===== config.mk =====
export PLATFORM = sky130hd
export DESIGN_NAME = brq_decoder
export DESIGN_NICKNAME = d
export VERILOG_FILES = /design/src/rtl/brq_pkg.sv /design/src/rtl/brq_first_word.sv /design/src/rtl/brq_ext_seq.sv /design/src/rtl/brq_ext_merge.sv /design/src/rtl/brq_decoder.sv
export SDC_FILE = /design/constraint.sdc
export NUM_CORES = 1
export LEC_CHECK = 0
export ABC_AREA = 0
export BUFFER_PORTS_ARGS = -buffer_cell sky130_fd_sc_hd__buf_2
export CAP_MARGIN = 20
export CORE_MARGIN = 4
export CORE_UTILIZATION = 55
export DETAILED_ROUTE_END_ITERATION = 10
export PLACE_DENSITY = 0.79
export SYNTH_ARGS = -nofsm -noshare
export SYNTH_HDL_FRONTEND = slang
export SYNTH_SLANG_ARGS = --single-unit

===== constraint.sdc =====
create_clock -name clk -period 3.5 [get_ports clk]
set_clock_uncertainty 0.05 [all_clocks]
set_input_delay 0 -clock clk [delete_from_list [all_inputs] [get_ports clk]]
set_output_delay 0 -clock clk [all_outputs]
set_load 0.02 [all_outputs]

===== src/rtl/brq_pkg.sv =====
package brq_pkg;

    localparam int OP_W   = 16;
    localparam int IMM_W  = 32;
    localparam int CNT_W  = 2;

    localparam logic [3:0] GRP_QUICK  = 4'h5;
    localparam logic [3:0] GRP_BRANCH = 4'h6;
    localparam logic [3:0] GRP_MOVEQ  = 4'h7;

    localparam logic [3:0] COND_TO_SUB = 4'h1;
    localparam logic [7:0] DISP_WORD   = 8'h00;
    localparam logic [7:0] DISP_LONG   = 8'hFF;
    localparam logic [2:0] LOOP_SUB    = 3'b001;

    typedef enum logic [2:0] {
        K_INVALID = 3'd0,
        K_BCC     = 3'd1,
        K_BSR     = 3'd2,
        K_MOVEQ   = 3'd3,
        K_ADDQ    = 3'd4,
        K_SUBQ    = 3'd5,
        K_DBCC    = 3'd6,
        K_SCC     = 3'd7
    } kind_e;

    typedef enum logic [2:0] {
        V_NONE  = 3'd0,
        V_BYTE  = 3'd1,
        V_WORD  = 3'd2,
        V_LONG  = 3'd3,
        V_QUICK = 3'd4
    } variant_e;

    typedef enum logic [1:0] {
        SZ_BYTE = 2'd0,
        SZ_WORD = 2'd1,
        SZ_LONG = 2'd2,
        SZ_NONE = 2'd3
    } size_e;

    typedef struct packed {
        kind_e              kind;
        logic [3:0]         cond;
        size_e              size;
        variant_e           variant;
        logic [IMM_W-1:0]   imm;
        logic [2:0]         dreg;
        logic [2:0]         ea_mode;
        logic [2:0]         ea_reg;
        logic [CNT_W-1:0]   ext_need;
        logic [CNT_W-1:0]   words;
    } dec_t;

    function automatic logic [IMM_W-1:0] sext8(input logic [7:0] v);
        return {{(IMM_W-8){v[7]}}, v};
    endfunction

    function automatic logic [IMM_W-1:0] sext16(input logic [15:0] v);
        return {{(IMM_W-16){v[15]}}, v};
    endfunction

    function automatic logic [IMM_W-1:0] quick_count(input logic [2:0] f);
        return (f == 3'd0) ? IMM_W'(8) : IMM_W'(f);
    endfunction

endpackage


===== src/rtl/brq_first_word.sv =====
module brq_first_word
    import brq_pkg::*;
(
    input  logic [OP_W-1:0] op,
    output dec_t            dec
);
    logic [3:0] grp;
    logic [7:0] low8;

    assign grp  = op[15:12];
    assign low8 = op[7:0];

    always_comb begin
        dec          = '0;
        dec.kind     = K_INVALID;
        dec.size     = SZ_BYTE;
        dec.variant  = V_NONE;
        unique case (grp)
            GRP_BRANCH: begin
                dec.cond = op[11:8];
                dec.kind = (op[11:8] == COND_TO_SUB) ? K_BSR : K_BCC;
                if (low8 == DISP_WORD) begin
                    dec.variant  = V_WORD;
                    dec.size     = SZ_WORD;
                    dec.ext_need = 2'd1;
                end else if (low8 == DISP_LONG) begin
                    dec.variant  = V_LONG;
                    dec.size     = SZ_LONG;
                    dec.ext_need = 2'd2;
                end else begin
                    dec.variant  = V_BYTE;
                    dec.size     = SZ_BYTE;
                    dec.imm      = sext8(low8);
                end
            end
            GRP_MOVEQ: begin
                dec.kind    = K_MOVEQ;
                dec.variant = V_QUICK;
                dec.size    = SZ_LONG;
                dec.imm     = sext8(low8);
                dec.dreg    = op[11:9];
            end
            GRP_QUICK: begin
                if (op[7:6] == 2'b11) begin
                    dec.cond = op[11:8];
                    if (op[5:3] == LOOP_SUB) begin
                        dec.kind     = K_DBCC;
                        dec.size     = SZ_WORD;
                        dec.dreg     = op[2:0];
                        dec.ext_need = 2'd1;
                    end else begin
                        dec.kind    = K_SCC;
                        dec.size    = SZ_BYTE;
                        dec.ea_mode = op[5:3];
                        dec.ea_reg  = op[2:0];
                    end
                end else begin
                    dec.kind    = op[8] ? K_SUBQ : K_ADDQ;
                    dec.variant = V_QUICK;
                    dec.size    = size_e'(op[7:6]);
                    dec.imm     = quick_count(op[11:9]);
                    dec.ea_mode = op[5:3];
                    dec.ea_reg  = op[2:0];
                end
            end
            default: begin
                dec.kind = K_INVALID;
            end
        endcase
        dec.words = dec.ext_need + 2'd1;
    end

endmodule


===== src/rtl/brq_ext_seq.sv =====
module brq_ext_seq
    import brq_pkg::*;
#(
    parameter int WORD_W = OP_W,
    parameter int NEED_W = CNT_W
) (
    input  logic              clk,
    input  logic              rst,
    input  logic              start,
    input  logic [NEED_W-1:0] need,
    input  logic              ext_valid,
    input  logic [WORD_W-1:0] ext_word,
    output logic              ext_ready,
    output logic              done,
    output logic [WORD_W-1:0] hi_word,
    output logic [WORD_W-1:0] lo_word
);
    logic [NEED_W-1:0] remain_q;
    logic [WORD_W-1:0] hi_q;
    logic              take;

    assign ext_ready = (remain_q != '0);
    assign take      = ext_ready && ext_valid;
    assign done      = take && (remain_q == NEED_W'(1));
    assign hi_word   = hi_q;
    assign lo_word   = ext_word;

    always_ff @(posedge clk) begin
        if (rst) begin
            remain_q <= '0;
            hi_q     <= '0;
        end else begin
            if (take) begin
                remain_q <= remain_q - NEED_W'(1);
                hi_q     <= ext_word;
            end else if (start) begin
                remain_q <= need;
            end
        end
    end

    AST_DONE_EMPTIES: assert property (@(posedge clk) disable iff (rst)
        done |=> !ext_ready);

    AST_NO_START_WHILE_OWED: assert property (@(posedge clk) disable iff (rst)
        take && !done |=> ext_ready);

endmodule


===== src/rtl/brq_ext_merge.sv =====
module brq_ext_merge
    import brq_pkg::*;
(
    input  dec_t            dec_in,
    input  logic [OP_W-1:0] hi_word,
    input  logic [OP_W-1:0] lo_word,
    output dec_t            dec_out
);
    always_comb begin
        dec_out = dec_in;
        unique case (dec_in.ext_need)
            2'd1:    dec_out.imm = sext16(lo_word);
            2'd2:    dec_out.imm = {hi_word, lo_word};
            default: dec_out.imm = dec_in.imm;
        endcase
    end
endmodule


===== src/rtl/brq_decoder.sv =====
module brq_decoder
    import brq_pkg::*;
(
    input  logic        clk,
    input  logic        rst,
    input  logic        op_valid,
    input  logic [15:0] op_word,
    output logic        op_ready,
    input  logic        ext_valid,
    input  logic [15:0] ext_word,
    output logic        ext_ready,
    output logic        res_valid,
    output logic [2:0]  res_kind,
    output logic [3:0]  res_cond,
    output logic [1:0]  res_size,
    output logic [2:0]  res_variant,
    output logic [31:0] res_imm,
    output logic [2:0]  res_dreg,
    output logic [2:0]  res_ea_mode,
    output logic [2:0]  res_ea_reg,
    output logic [1:0]  res_words
);
    dec_t            dec_now;
    dec_t            held_q;
    dec_t            merge_src;
    dec_t            merged;
    dec_t            res_q;
    logic            res_valid_q;
    logic            op_fire;
    logic            seq_busy;
    logic            seq_done;
    logic [OP_W-1:0] hi_word;
    logic [OP_W-1:0] lo_word;

    brq_first_word u_first (
        .op  (op_word),
        .dec (dec_now)
    );

    assign op_ready = !seq_busy;
    assign op_fire  = op_valid && op_ready;

    brq_ext_seq #(
        .WORD_W (OP_W),
        .NEED_W (CNT_W)
    ) u_seq (
        .clk       (clk),
        .rst       (rst),
        .start     (op_fire),
        .need      (dec_now.ext_need),
        .ext_valid (ext_valid),
        .ext_word  (ext_word),
        .ext_ready (seq_busy),
        .done      (seq_done),
        .hi_word   (hi_word),
        .lo_word   (lo_word)
    );

    assign merge_src = seq_busy ? held_q : dec_now;

    brq_ext_merge u_merge (
        .dec_in  (merge_src),
        .hi_word (hi_word),
        .lo_word (lo_word),
        .dec_out (merged)
    );

    always_ff @(posedge clk) begin
        if (rst) begin
            held_q      <= '0;
            res_q       <= '0;
            res_valid_q <= 1'b0;
        end else begin
            if (op_fire) begin
                held_q <= dec_now;
            end
            res_valid_q <= seq_done || (op_fire && dec_now.ext_need == '0);
            if (seq_done || op_fire) begin
                res_q <= merged;
            end
        end
    end

    assign ext_ready   = seq_busy;
    assign res_valid   = res_valid_q;
    assign res_kind    = res_q.kind;
    assign res_cond    = res_q.cond;
    assign res_size    = res_q.size;
    assign res_variant = res_q.variant;
    assign res_imm     = res_q.imm;
    assign res_dreg    = res_q.dreg;
    assign res_ea_mode = res_q.ea_mode;
    assign res_ea_reg  = res_q.ea_reg;
    assign res_words   = res_q.words;

    AST_INVALID_BARE: assert property (@(posedge clk) disable iff (rst)
        res_valid && res_kind == K_INVALID |-> res_words == 2'd1 && res_imm == '0);

    AST_BYTE_ONE_WORD: assert property (@(posedge clk) disable iff (rst)
        res_valid && res_variant == V_BYTE |-> res_words == 2'd1);

    AST_LONG_THREE_WORDS: assert property (@(posedge clk) disable iff (rst)
        res_valid && res_variant == V_LONG |-> res_words == 2'd3);

    AST_QUICK_COUNT_RANGE: assert property (@(posedge clk) disable iff (rst)
        res_valid && (res_kind == K_ADDQ || res_kind == K_SUBQ)
        |-> res_imm >= 32'd1 && res_imm <= 32'd8);

    AST_SET_IS_BYTE: assert property (@(posedge clk) disable iff (rst)
        res_valid && res_kind == K_SCC |-> res_size == SZ_BYTE && res_words == 2'd1);

    AST_BUSY_HOLDS_OP: assert property (@(posedge clk) disable iff (rst)
        ext_ready |-> !op_ready);

    AST_PROMPT_RESULT: assert property (@(posedge clk) disable iff (rst)
        op_fire && dec_now.ext_need == '0 |=> res_valid);

    AST_SINGLE_PULSE: assert property (@(posedge clk) disable iff (rst)
        res_valid && !op_fire && !seq_done |=> !res_valid);

endmodule


==> key figures, run 1 <==
Outcome
  – Outcome: finished clean

Worst setup path
  – Data arrival time at the worst-slack endpoint: 3.51 ns
  – Category of the critical setup timing path: input pin to flip-flop
  – WP data required: 3.76 ns
  – Sort of element at the end of the critical path: flip-flop
  – Highest net fanout along the worst path: 15
  – Critical path launch point type: input pin

Die
  – Horizontal extent of the die: 102 um
  – Die Footprint: 0.0105 mm^2
  – Number of cell rows: 34
  – Core Region: 0.00868 mm^2
  – Initial standard-cell utilization of the core: 0.563
  – Num ports: 94
  – Die Height: 102 um

Run
  – Count of maximum capacitance violations: 0

GRT
  – Initial antenna violation count: 0
  – All-Layer GR Usage: 0.270
  – Global-route wire length before repair: 22500 um
  – Via count of the first global-routing pass: 4585
  – Total congestion overflow after global routing: 0
  – Maximum number of pins on one net before global-route repair: 70

Clock tree
  – Number of buffers on the longest clock path: 2
  – Number of sinks handled by clock tree synthesis: 107
  – Source-to-sink clock delay at the later pin of the worst-skew pair: 0.37 ns
  – Number of H-tree levels: 3
  – Clock Tree Root: clkbuf_8
  – Buffers inserted during post-CTS setup optimization: 0
  – Worst-path clk slew: 0.10 ns
  – Num CTS Buffers: 9
  – CTS tree: built

STA
  – Number of pins exceeding their max-slew limit in the final report: 0
  – Final clock period utilization by the worst path: 0.927
  – Final-report hold violation count: 0
  – Final total negative setup slack: 0 ns
  – Setup-failing EPs final: 0
  – Clock period minus worst slack: 3.24 ns
  – RSZ-0062 raised after global routing: false
  – Fmax achieved: 0.308 GHz
  – Max_slew headroom: 0.484
  – Transition time of the tightest slew-check pin: 0.772 ns

Synth
  – Leading area contributor after synthesis: dfxtp_1
  – Synthesized area per cell: 7.78 um^2
  – Post-Synthesis Cells: 628
  – Top-count cell post-synth: dfxtp_1
  – Cell variety after synth: 44
  – Commonest cells post-synth: 107 x dfxtp_1, 103 x nand2_1, 77 x nor2_1
  – Count of flip-flops with a built-in enable after synthesis: 0
  – Leading post-synthesis cells by cell area: dfxtp_1 44%, nand2_1 7.9%, a21oi_1 6.5%
  – Seq/Total Area, Yosys: 0.438
  – Fraction of synthesized cell area taken by the top area cell type: 0.438
  – Count of state elements after synthesis: 107
  – Area of the mapped netlist: 0.00489 mm^2
  – Most common flop cell mapped by yosys: dfxtp_1
  – Total of warnings raised by yosys: 0
  – Ys async rst share: 0
  – Syn_nets: 669

Place
  – Dpl hpwl: 9090 um
  – Number of buffers inserted by port buffering: 93
  – GPL Wtd Cong: 0.929

Power
  – Pwr dens: 396 mW/mm^2
  – Leakage power: 2.27 nW
  – Largest voltage drop on the vdd net: 0.246 mV
  – Power, Total: 2.32 mW

Routing
  – Vias per std cell: 5.94
  – Wire length after detailed routing: 13900 um
  – Via count: 4952
  – DRC marker count from the first detailed-route iteration: 311
  – Average wire per standard cell: 16.7 um
  – Antenna-violating nets left: 0
  – DRC violations left: 0
  – First-pass detailed-route iteration total: 5

Min path
  – Type of the tightest min-delay check: input pin to flip-flop

Cells and area
  – Largest register FFs: 33
  – Layout cells sized above 1: 0.182
  – Final nets: 763
  – Biggest register: held_q
  – Number of diodes added for antenna fixing: 0
  – Synthesis-to-finish area growth: 20.0%
==> metrics by stage <==
step,setup WS [ns],hold slack [ns],area [um^2],std cells,util
floorplan,0.534,0.0860,4890,628,-
global placement,0.601,0.211,5340,785,0.615
detailed placement,0.450,0.215,5340,785,0.615
CTS,0.107,0.0231,5860,834,0.675
global route,0.0662,0.0350,5870,834,0.676
finish,0.256,0.0249,5870,834,0.676
==> report_power, final <==
group / internal, mW / switching, mW
Clock: 0.264 / 0.446
Sequential: 1.26 / 0.0237
Combinational: 0.121 / 0.208
Total: 1.65 / 0.677
==> layer usage <==
metal,up-vias,wire [um],part of all wire,GRT usage
met3,16,974,0.070,0.0478
met4,0,178,0.013,0.0706
li1,2383,-,-,-
met1,2333,6040,0.43,0.355
met2,220,6730,0.48,0.460
met5,-,0,0,0
==> area by class of cell <==
type / instances / area (um^2)
Fill cell: 758 / 2810
Timing Repair Buffer: 138 / 891
Multi-Input combinational cell: 455 / 2480
Inverter: 11 / 41.3
Tap cell: 108 / 135
Clock inverter: 6 / 51.3
Clock buffer: 9 / 124
Sequential cell: 107 / 2140
==> layout by cell type (no fill, tap or decap), types with 9 or more instances in the layout <==
| master | count |
|---|---|
| dfxtp_1 | 107 |
| nand2_1 | 102 |
| buf_2 | 92 |
| nor2_1 | 76 |
| a21oi_1 | 63 |
| a211oi_1 | 41 |
| dlygate4sd3_1 | 34 |
| nand3_1 | 29 |
| a21o_1 | 19 |
| o21ai_0 | 17 |
| and3_1 | 13 |
| buf_4 | 12 |
| inv_1 | 11 |
| nor3_1 | 11 |
| a31oi_1 | 10 |
| a311oi_1 | 9 |
| clkbuf_8 | 9 |
==> final timing paths <==
check | startpoint | end | slack (ns) | cells after the start
setup / recovery | op_word[7] | res_imm[0]$_SDFFE_PP0P_ | 0.26 | 13
hold reg to reg | held_q[19]$_SDFFE_PP0P_ | held_q[19]$_SDFFE_PP0P_ | 0.41 | 2
hold / removal | op_word[15] | held_q[47]$_SDFFE_PP0P_ | 0.02 | 4
setup reg to reg | u_seq.remain_q[0]$_SDFFE_PP0P_ | res_imm[0]$_SDFFE_PP0P_ | 0.44 | 11
==> cell families (layout without fill, tap and decap cells) <==
family / count (synthesis) / count (layout) / share of synthesized area
AO/OA/AOI/OAI: 179 / 179 / 0.242
adder cells (fa/ha/maj): 5 / 5 / 0.0128
buffers and inverters: 66 / 164 / 0.0563
flip-flops: 107 / 107 / 0.438
multiplexers: 3 / 3 / 0.00640
AND/OR/NAND/NOR: 268 / 268 / 0.244
==> worst max-delay path: stages <==
cell,delay [ns]
dlygate4sd3_1,0.53
buf_2,0.20
nor4_1,0.35
and3_1,0.29
a21oi_2,0.11
nand2_1,0.12
o21ai_0,0.11
ha_2,0.50
nand3b_1,0.19
nor3_2,0.23
nand3_1,0.12
a21oi_1,0.17
dlygate4sd3_1,0.57
==> timing repair <==
action / in CTS / in global routing
hold buffers: 34 / 0
gates resized for setup: 0 / 3
hold endpoints to repair: 55 / 0
setup endpoints to repair: 0 / 19
Power figures use the tool's default switching activity.
==> run 2: changes to the inputs <==
- BUFFER_PORTS_ARGS: -buffer_cell sky130_fd_sc_hd__buf_2 -> -buffer_cell sky130_fd_sc_hd__clkbuf_2
- CORE_MARGIN: 4 -> 2
- CORE_UTILIZATION: 55 -> 41
- PLACE_DENSITY: 0.79 -> not set
==> key figures, run 2 (synthesis gave the netlist of run 1 again) <==
Worst setup path
  – Highest net fanout along the worst path: 29 (+14)
  – Data arrival time at the worst-slack endpoint: 3.32 ns (-0.19 ns)
  – Sort of element at the end of the critical path: flip-flop
  – Critical path launch point type: input pin
  – Worst reg-to-reg path cell count: 12 (+1)
  – Category of the critical setup timing path: input pin to flip-flop
  – WP data required: 3.70 ns (-0.06 ns)

Place
  – Placement Cell Area: 0.00539 mm^2 (+0.96%)
  – Dpl hpwl: 9330 um (+2.7%)
  – GPL Wtd Cong: 0.912 (-1.8%)
  – Placed Cells incl. Taps: 821 (+4.6%)
  – Number of buffers inserted by port buffering: 93 (unchanged)

Power
  – Clock network power share: 0.381 (+0.076)
  – Net switching power of the design: 725 uW (+7.1%)
  – Largest voltage drop on the vdd net: 0.283 mV (+15%)
  – Pwr dens: 435 mW/mm^2 (+9.9%)
  – Sw frac: 0.279 (-0.0122)
  – Sequential share of power: 0.495 (-0.058)
  – Part of the power in combinational logic: 0.124 (-0.017)
  – Leakage power: 2.27 nW (+0.23%)
  – Internal power contribution: 1.87 mW (+14%)

Cells and area
  – Number of diodes added for antenna fixing: 0 (unchanged)
  – Final nets: 758 (-0.66%)
  – Largest register FFs: 33 (unchanged)
  – Synthesis-to-finish area growth: 22.1%
  – Core occupancy in the finished layout: 0.518 (-0.158)
  – Most frequent cells in the layout: 107 x dfxtp_1, 102 x nand2_1, 92 x clkbuf_2, 76 x nor2_1, 63 x a21oi_1
  – Most frequent standard cell in the layout excluding fill and tap cells: dfxtp_1
  – Layout cells sized above 1: 0.184 (+0.00239)
  – Count of non-filler cells in the finished layout: 865 (+3.7%)
  – Finished Cell Area: 0.00597 mm^2 (+1.7%)
  – Biggest register: held_q

STA
  – Final-report hold violation count: 0 (unchanged)
  – Clock period minus worst slack: 3.12 ns (-0.125 ns)
  – Final clock period utilization by the worst path: 0.891 (-0.0358)
  – Transition time of the tightest slew-check pin: 0.798 ns (+0.0256 ns)
  – Number of pins exceeding their max-slew limit in the final report: 0 (unchanged)
  – Setup-failing EPs final: 0 (unchanged)
  – RSZ-0062 raised after global routing: false
  – Final total negative setup slack: 0 ns (unchanged)
  – Max_slew headroom: 0.466 (-0.0182)
  – Fmax achieved: 0.321 GHz (+4.0%)

Die
  – Die Footprint: 0.0128 mm^2 (+22%)
  – Num ports: 94 (unchanged)
  – Core Region: 0.0115 mm^2 (+33%)
  – Horizontal extent of the die: 113 um (+11%)
  – Initial standard-cell utilization of the core: 0.424 (-0.139)
  – Number of cell rows: 39 (+15%)
  – Die Height: 113 um (+11%)

GRT
  – Initial antenna violation count: 0 (unchanged)
  – Maximum number of pins on one net before global-route repair: 56 (-20%)
  – Total congestion overflow after global routing: 0 (unchanged)
  – Global-route wire length before repair: 22700 um (+1.3%)
  – Via count of the first global-routing pass: 4449 (-3.0%)
  – All-Layer GR Usage: 0.219 (-0.0510)

Clock tree
  – Num CTS Buffers: 9 (unchanged)
  – Worst-path clk slew: 0.07 ns (-0.03 ns)
  – Number of sinks handled by clock tree synthesis: 107 (unchanged)
  – Number of buffers on the longest clock path: 2 (unchanged)
  – Number of H-tree levels: 3 (unchanged)
  – Clock Tree Root: clkbuf_16
  – Source-to-sink clock delay at the later pin of the worst-skew pair: 0.34 ns (-0.03 ns)
  – CTS tree: built

Outcome
  – Failing checks: design-rule violations
  – Outcome: finished with violations

Routing
  – First-pass detailed-route iteration total: 10 (+5)
  – DRC marker count from the first detailed-route iteration: 361 (+16%)
  – Antenna-violating nets left: 0 (unchanged)
  – Via count: 4792 (-3.2%)
  – Average wire per standard cell: 16.2 um (-2.9%)
  – Vias per std cell: 5.54 (-6.7%)
  – Wire length after detailed routing: 14000 um (+0.71%)
  – DRC violations left: 8 (+8)

Min path
  – Type of the tightest min-delay check: input pin to flip-flop
  – Count of cells along the worst hold path: 3 (-1)

Run
  – Count of maximum capacitance violations: 0 (unchanged)
run 2: changes by cell type in the layout (fill, tap and decap cells not counted), sizes merged:
cell / change
clkbuf: +92
clkinv: +1
dlygate4sd3: -6
buf: -91
inv: +1
clkinvlp: -1
run 2: area by class of cell:
class | instances | area [um^2]
clock inverter | 7 | 60.1
fill | 1145 | 5550
inverter | 11 | 41.3
multi-input combinational | 455 | 2480
tap | 143 | 179
clock buffer | 9 | 225
timing repair buffer | 133 | 838
sequential | 107 | 2140
run 2: power by group through the flow:
stage | clock network [mW] | registers, mW | logic, mW
after floorplan | 0 | 1.36 | 0.144
after global placement | 0 | 1.31 | 0.293
after detailed placement | 0 | 1.31 | 0.296
after CTS | 1.02 | 1.29 | 0.321
after global routing | 1.05 | 1.29 | 0.352
final | 0.991 | 1.29 | 0.322
run 2: repair_timing:
item                       in CTS  in global routing
setup endpoints to repair       0                  1
setup buffers                   0                  0
resized for setup               0                  2
hold buffers                   28                  0
hold endpoints to repair       47                  0
run 2: worst paths after layout:
path,startpoint,end,slack [ns]
worst max-delay path,op_word[7],res_imm[5]$_SDFFE_PP0P_,0.38
worst min-delay path,op_word[12],held_q[47]$_SDFFE_PP0P_,0.04
worst max register to register,u_seq.remain_q[0]$_SDFFE_PP0P_,res_imm[5]$_SDFFE_PP0P_,0.66
worst min register to register,held_q[19]$_SDFFE_PP0P_,held_q[19]$_SDFFE_PP0P_,0.40
run 2: metrics by stage:
stage | power (mW) | setup WS (ns) | hold slack (ns)
after floorplan | 1.50 | 0.534 | 0.0860
after global placement | 1.61 | 0.776 | 0.204
after detailed placement | 1.61 | 0.589 | 0.204
after CTS | 2.63 | 0.324 | 0.0277
after global routing | 2.70 | 0.0663 | 0.0766
final | 2.60 | 0.381 | 0.0396
run 2: metal layers:
layer,global-route usage,wire length (um)
met3,0.0370,802
met1,0.298,6470
met5,0,0
met2,0.364,6560
met4,0.0537,182
run 2: worst max-delay path: stages:
cell and delay (ns):
dlygate4sd3_1 0.53, clkbuf_2 0.21, nor4_2 0.39, and3_1 0.31, a21oi_2 0.13, nand2_1 0.12, o21ai_0 0.10, ha_1 0.31
buf_4 0.23, o21ba_2 0.44, nand2_1 0.12, nand3_1 0.10, o21ai_0 0.09, a311oi_1 0.24
==> run 3: changes to the inputs <==
- CORE_MARGIN: 2 -> not set
==> key figures, run 3 (synthesis gave the netlist of run 1 again) <==
Outcome
  – Outcome: finished with violations
  – Failing checks: design-rule violations

STA
  – RSZ-0062 raised after global routing: false
  – Transition time of the tightest slew-check pin: 0.785 ns (-0.0131 ns)
  – Max_slew headroom: 0.476 (+0.00991)
  – Setup-failing EPs final: 0 (unchanged)
  – Final total negative setup slack: 0 ns (unchanged)
  – Fmax achieved: 0.323 GHz (+0.71%)
  – Clock period minus worst slack: 3.10 ns (-0.0219 ns)
  – Final clock period utilization by the worst path: 0.885 (-0.00627)
  – Number of pins exceeding their max-slew limit in the final report: 0 (unchanged)
  – Final-report hold violation count: 0 (unchanged)

Worst setup path
  – Category of the critical setup timing path: input pin to flip-flop
  – Highest net fanout along the worst path: 29 (unchanged)
  – Sort of element at the end of the critical path: flip-flop
  – WP data required: 3.72 ns (+0.02 ns)
  – Critical path launch point type: input pin
  – Data arrival time at the worst-slack endpoint: 3.31 ns (about the same)

Cells and area
  – Storage element area: 0.00214 mm^2 (unchanged)
  – Biggest register: held_q
  – Number of diodes added for antenna fixing: 0 (unchanged)
  – Layout cells sized above 1: 0.180 (-0.00465)
  – Fillers: 1131 (-1.2%)
  – Finished Cell Area: 0.00603 mm^2 (+1.0%)
  – Multi-input combinational cell area: 0.00247 mm^2 (-0.35%)
  – Synthesis-to-finish area growth: 23.4%
  – Largest register FFs: 33 (unchanged)
  – Final nets: 761 (+0.40%)
  – Most frequent standard cell in the layout excluding fill and tap cells: dfxtp_1
  – Most frequent cells in the layout: 107 x dfxtp_1, 102 x nand2_1, 92 x clkbuf_2, 77 x nor2_1, 63 x a21oi_1

GRT
  – Maximum number of pins on one net before global-route repair: 63 (+13%)
  – Total congestion overflow after global routing: 0 (unchanged)
  – Initial antenna violation count: 0 (unchanged)
  – Global-route wire length before repair: 23500 um (+3.3%)
  – All-Layer GR Usage: 0.238 (+0.0188)
  – Via count of the first global-routing pass: 4585 (+3.1%)

Die
  – Die Height: 111 um (-1.8%)
  – Number of cell rows: 39 (unchanged)
  – Num ports: 94 (unchanged)
  – Die Footprint: 0.0124 mm^2 (-3.5%)
  – Initial standard-cell utilization of the core: 0.424 (unchanged)
  – Horizontal extent of the die: 111 um (-1.8%)
  – Core Region: 0.0115 mm^2 (unchanged)

Routing
  – Average wire per standard cell: 16.2 um (about the same)
  – Via count: 4745 (-0.98%)
  – DRC marker count from the first detailed-route iteration: 496 (+37%)
  – DRC violations left: 20 (+12)
  – Antenna-violating nets left: 0 (unchanged)
  – Wire length after detailed routing: 14100 um (+0.29%)
  – Vias per std cell: 5.47 (-1.2%)
  – First-pass detailed-route iteration total: 7 (-3)

Clock tree
  – Worst-path clk slew: 0.07 ns (about the same)
  – Number of H-tree levels: 3 (unchanged)
  – Clock Tree Root: clkbuf_16
  – Number of sinks handled by clock tree synthesis: 107 (unchanged)
  – Source-to-sink clock delay at the later pin of the worst-skew pair: 0.35 ns (about the same)
  – PostCTS Resize Cnt: 0 (unchanged)
  – Num CTS Buffers: 9 (unchanged)
  – Number of buffers on the longest clock path: 2 (unchanged)
  – CTS tree: built

Place
  – Placement Cell Area: 0.00539 mm^2 (unchanged)
  – Dpl hpwl: 9430 um (+1.1%)
  – GPL Wtd Cong: 0.871 (-4.6%)
  – Number of buffers inserted by port buffering: 93 (unchanged)

Run
  – Count of maximum capacitance violations: 0 (unchanged)

Min path
  – Type of the tightest min-delay check: input pin to flip-flop

Power
  – Largest voltage drop on the vdd net: 0.319 mV (+13%)
  – Leakage power: 2.32 nW (+1.9%)
  – Power, Total: 2.73 mW (+4.9%)
  – Pwr dens: 452 mW/mm^2 (+3.8%)
run 3: critical path, cell delays in order:
cell           delay [ns]
dlygate4sd3_1        0.53
clkbuf_2             0.21
nor4_1               0.39
and3_1               0.30
a21oi_2              0.12
nand2_1              0.11
o21ai_0              0.10
ha_1                 0.31
buf_4                0.23
o21ba_2              0.44
nand2_1              0.13
nand3_1              0.09
o21ai_0              0.10
a311oi_1             0.25
run 3: what timing repair did:
action / 4_1_cts / 5_1_grt
setup buffers: 0 / 0
endpoints found under the hold margin: 48 / 0
endpoints found under the setup margin: 0 / 0
hold buffers: 31 / 0
run 3: where the power goes:
group | internal, mW | switching, mW | total (mW) | leakage (nW)
sequential | 1.26 | 0.0231 | 1.29 | 0.874
combinational | 0.117 | 0.207 | 0.324 | 1.28
clock | 0.662 | 0.453 | 1.12 | 0.162
run 3: per-layer routing:
| layer | wire (um) | GRT usage | up-vias |
|---|---|---|---|
| met5 | 0 | 0 | - |
| met4 | 250 | 0.0910 | 0 |
| met3 | 642 | 0.0284 | 15 |
| met2 | 6600 | 0.400 | 132 |
| met1 | 6570 | 0.311 | 2220 |
| li1 | - | - | 2378 |
run 3: cell type report:
type / count / area share
multi-input combinational: 455 / 0.410
inverter: 11 / 0.00685
clock inverter: 4 / 0.0122
sequential: 107 / 0.355
tap: 143 / 0.0297
timing repair buffer: 136 / 0.144
clock buffer: 11 / 0.0419
run 3: worst paths after layout:
kind | depth (start not counted) | slack [ns] | startpoint | endpoint
min reg2reg | 2 | 0.40 | held_q[1]$_SDFFE_PP0P_ | held_q[1]$_SDFFE_PP0P_
max | 14 | 0.40 | op_word[7] | res_imm[6]$_SDFFE_PP0P_
max reg2reg | 12 | 0.66 | u_seq.remain_q[0]$_SDFFE_PP0P_ | res_imm[6]$_SDFFE_PP0P_
min | 4 | 0.03 | op_word[8] | held_q[50]$_SDFFE_PP0P_
run 3: through the flow:
stage           util  hold WS (ns)  setup WS, ns  instances
2_1_floorplan      -        0.0860         0.534        628
3_3_place_gp   0.468         0.201         0.735        821
3_5_place_dp   0.468         0.205         0.602        821
4_1_cts        0.524        0.0161         0.427        867
5_1_grt        0.524        0.0556         0.189        867
6_report       0.524        0.0253         0.403        867
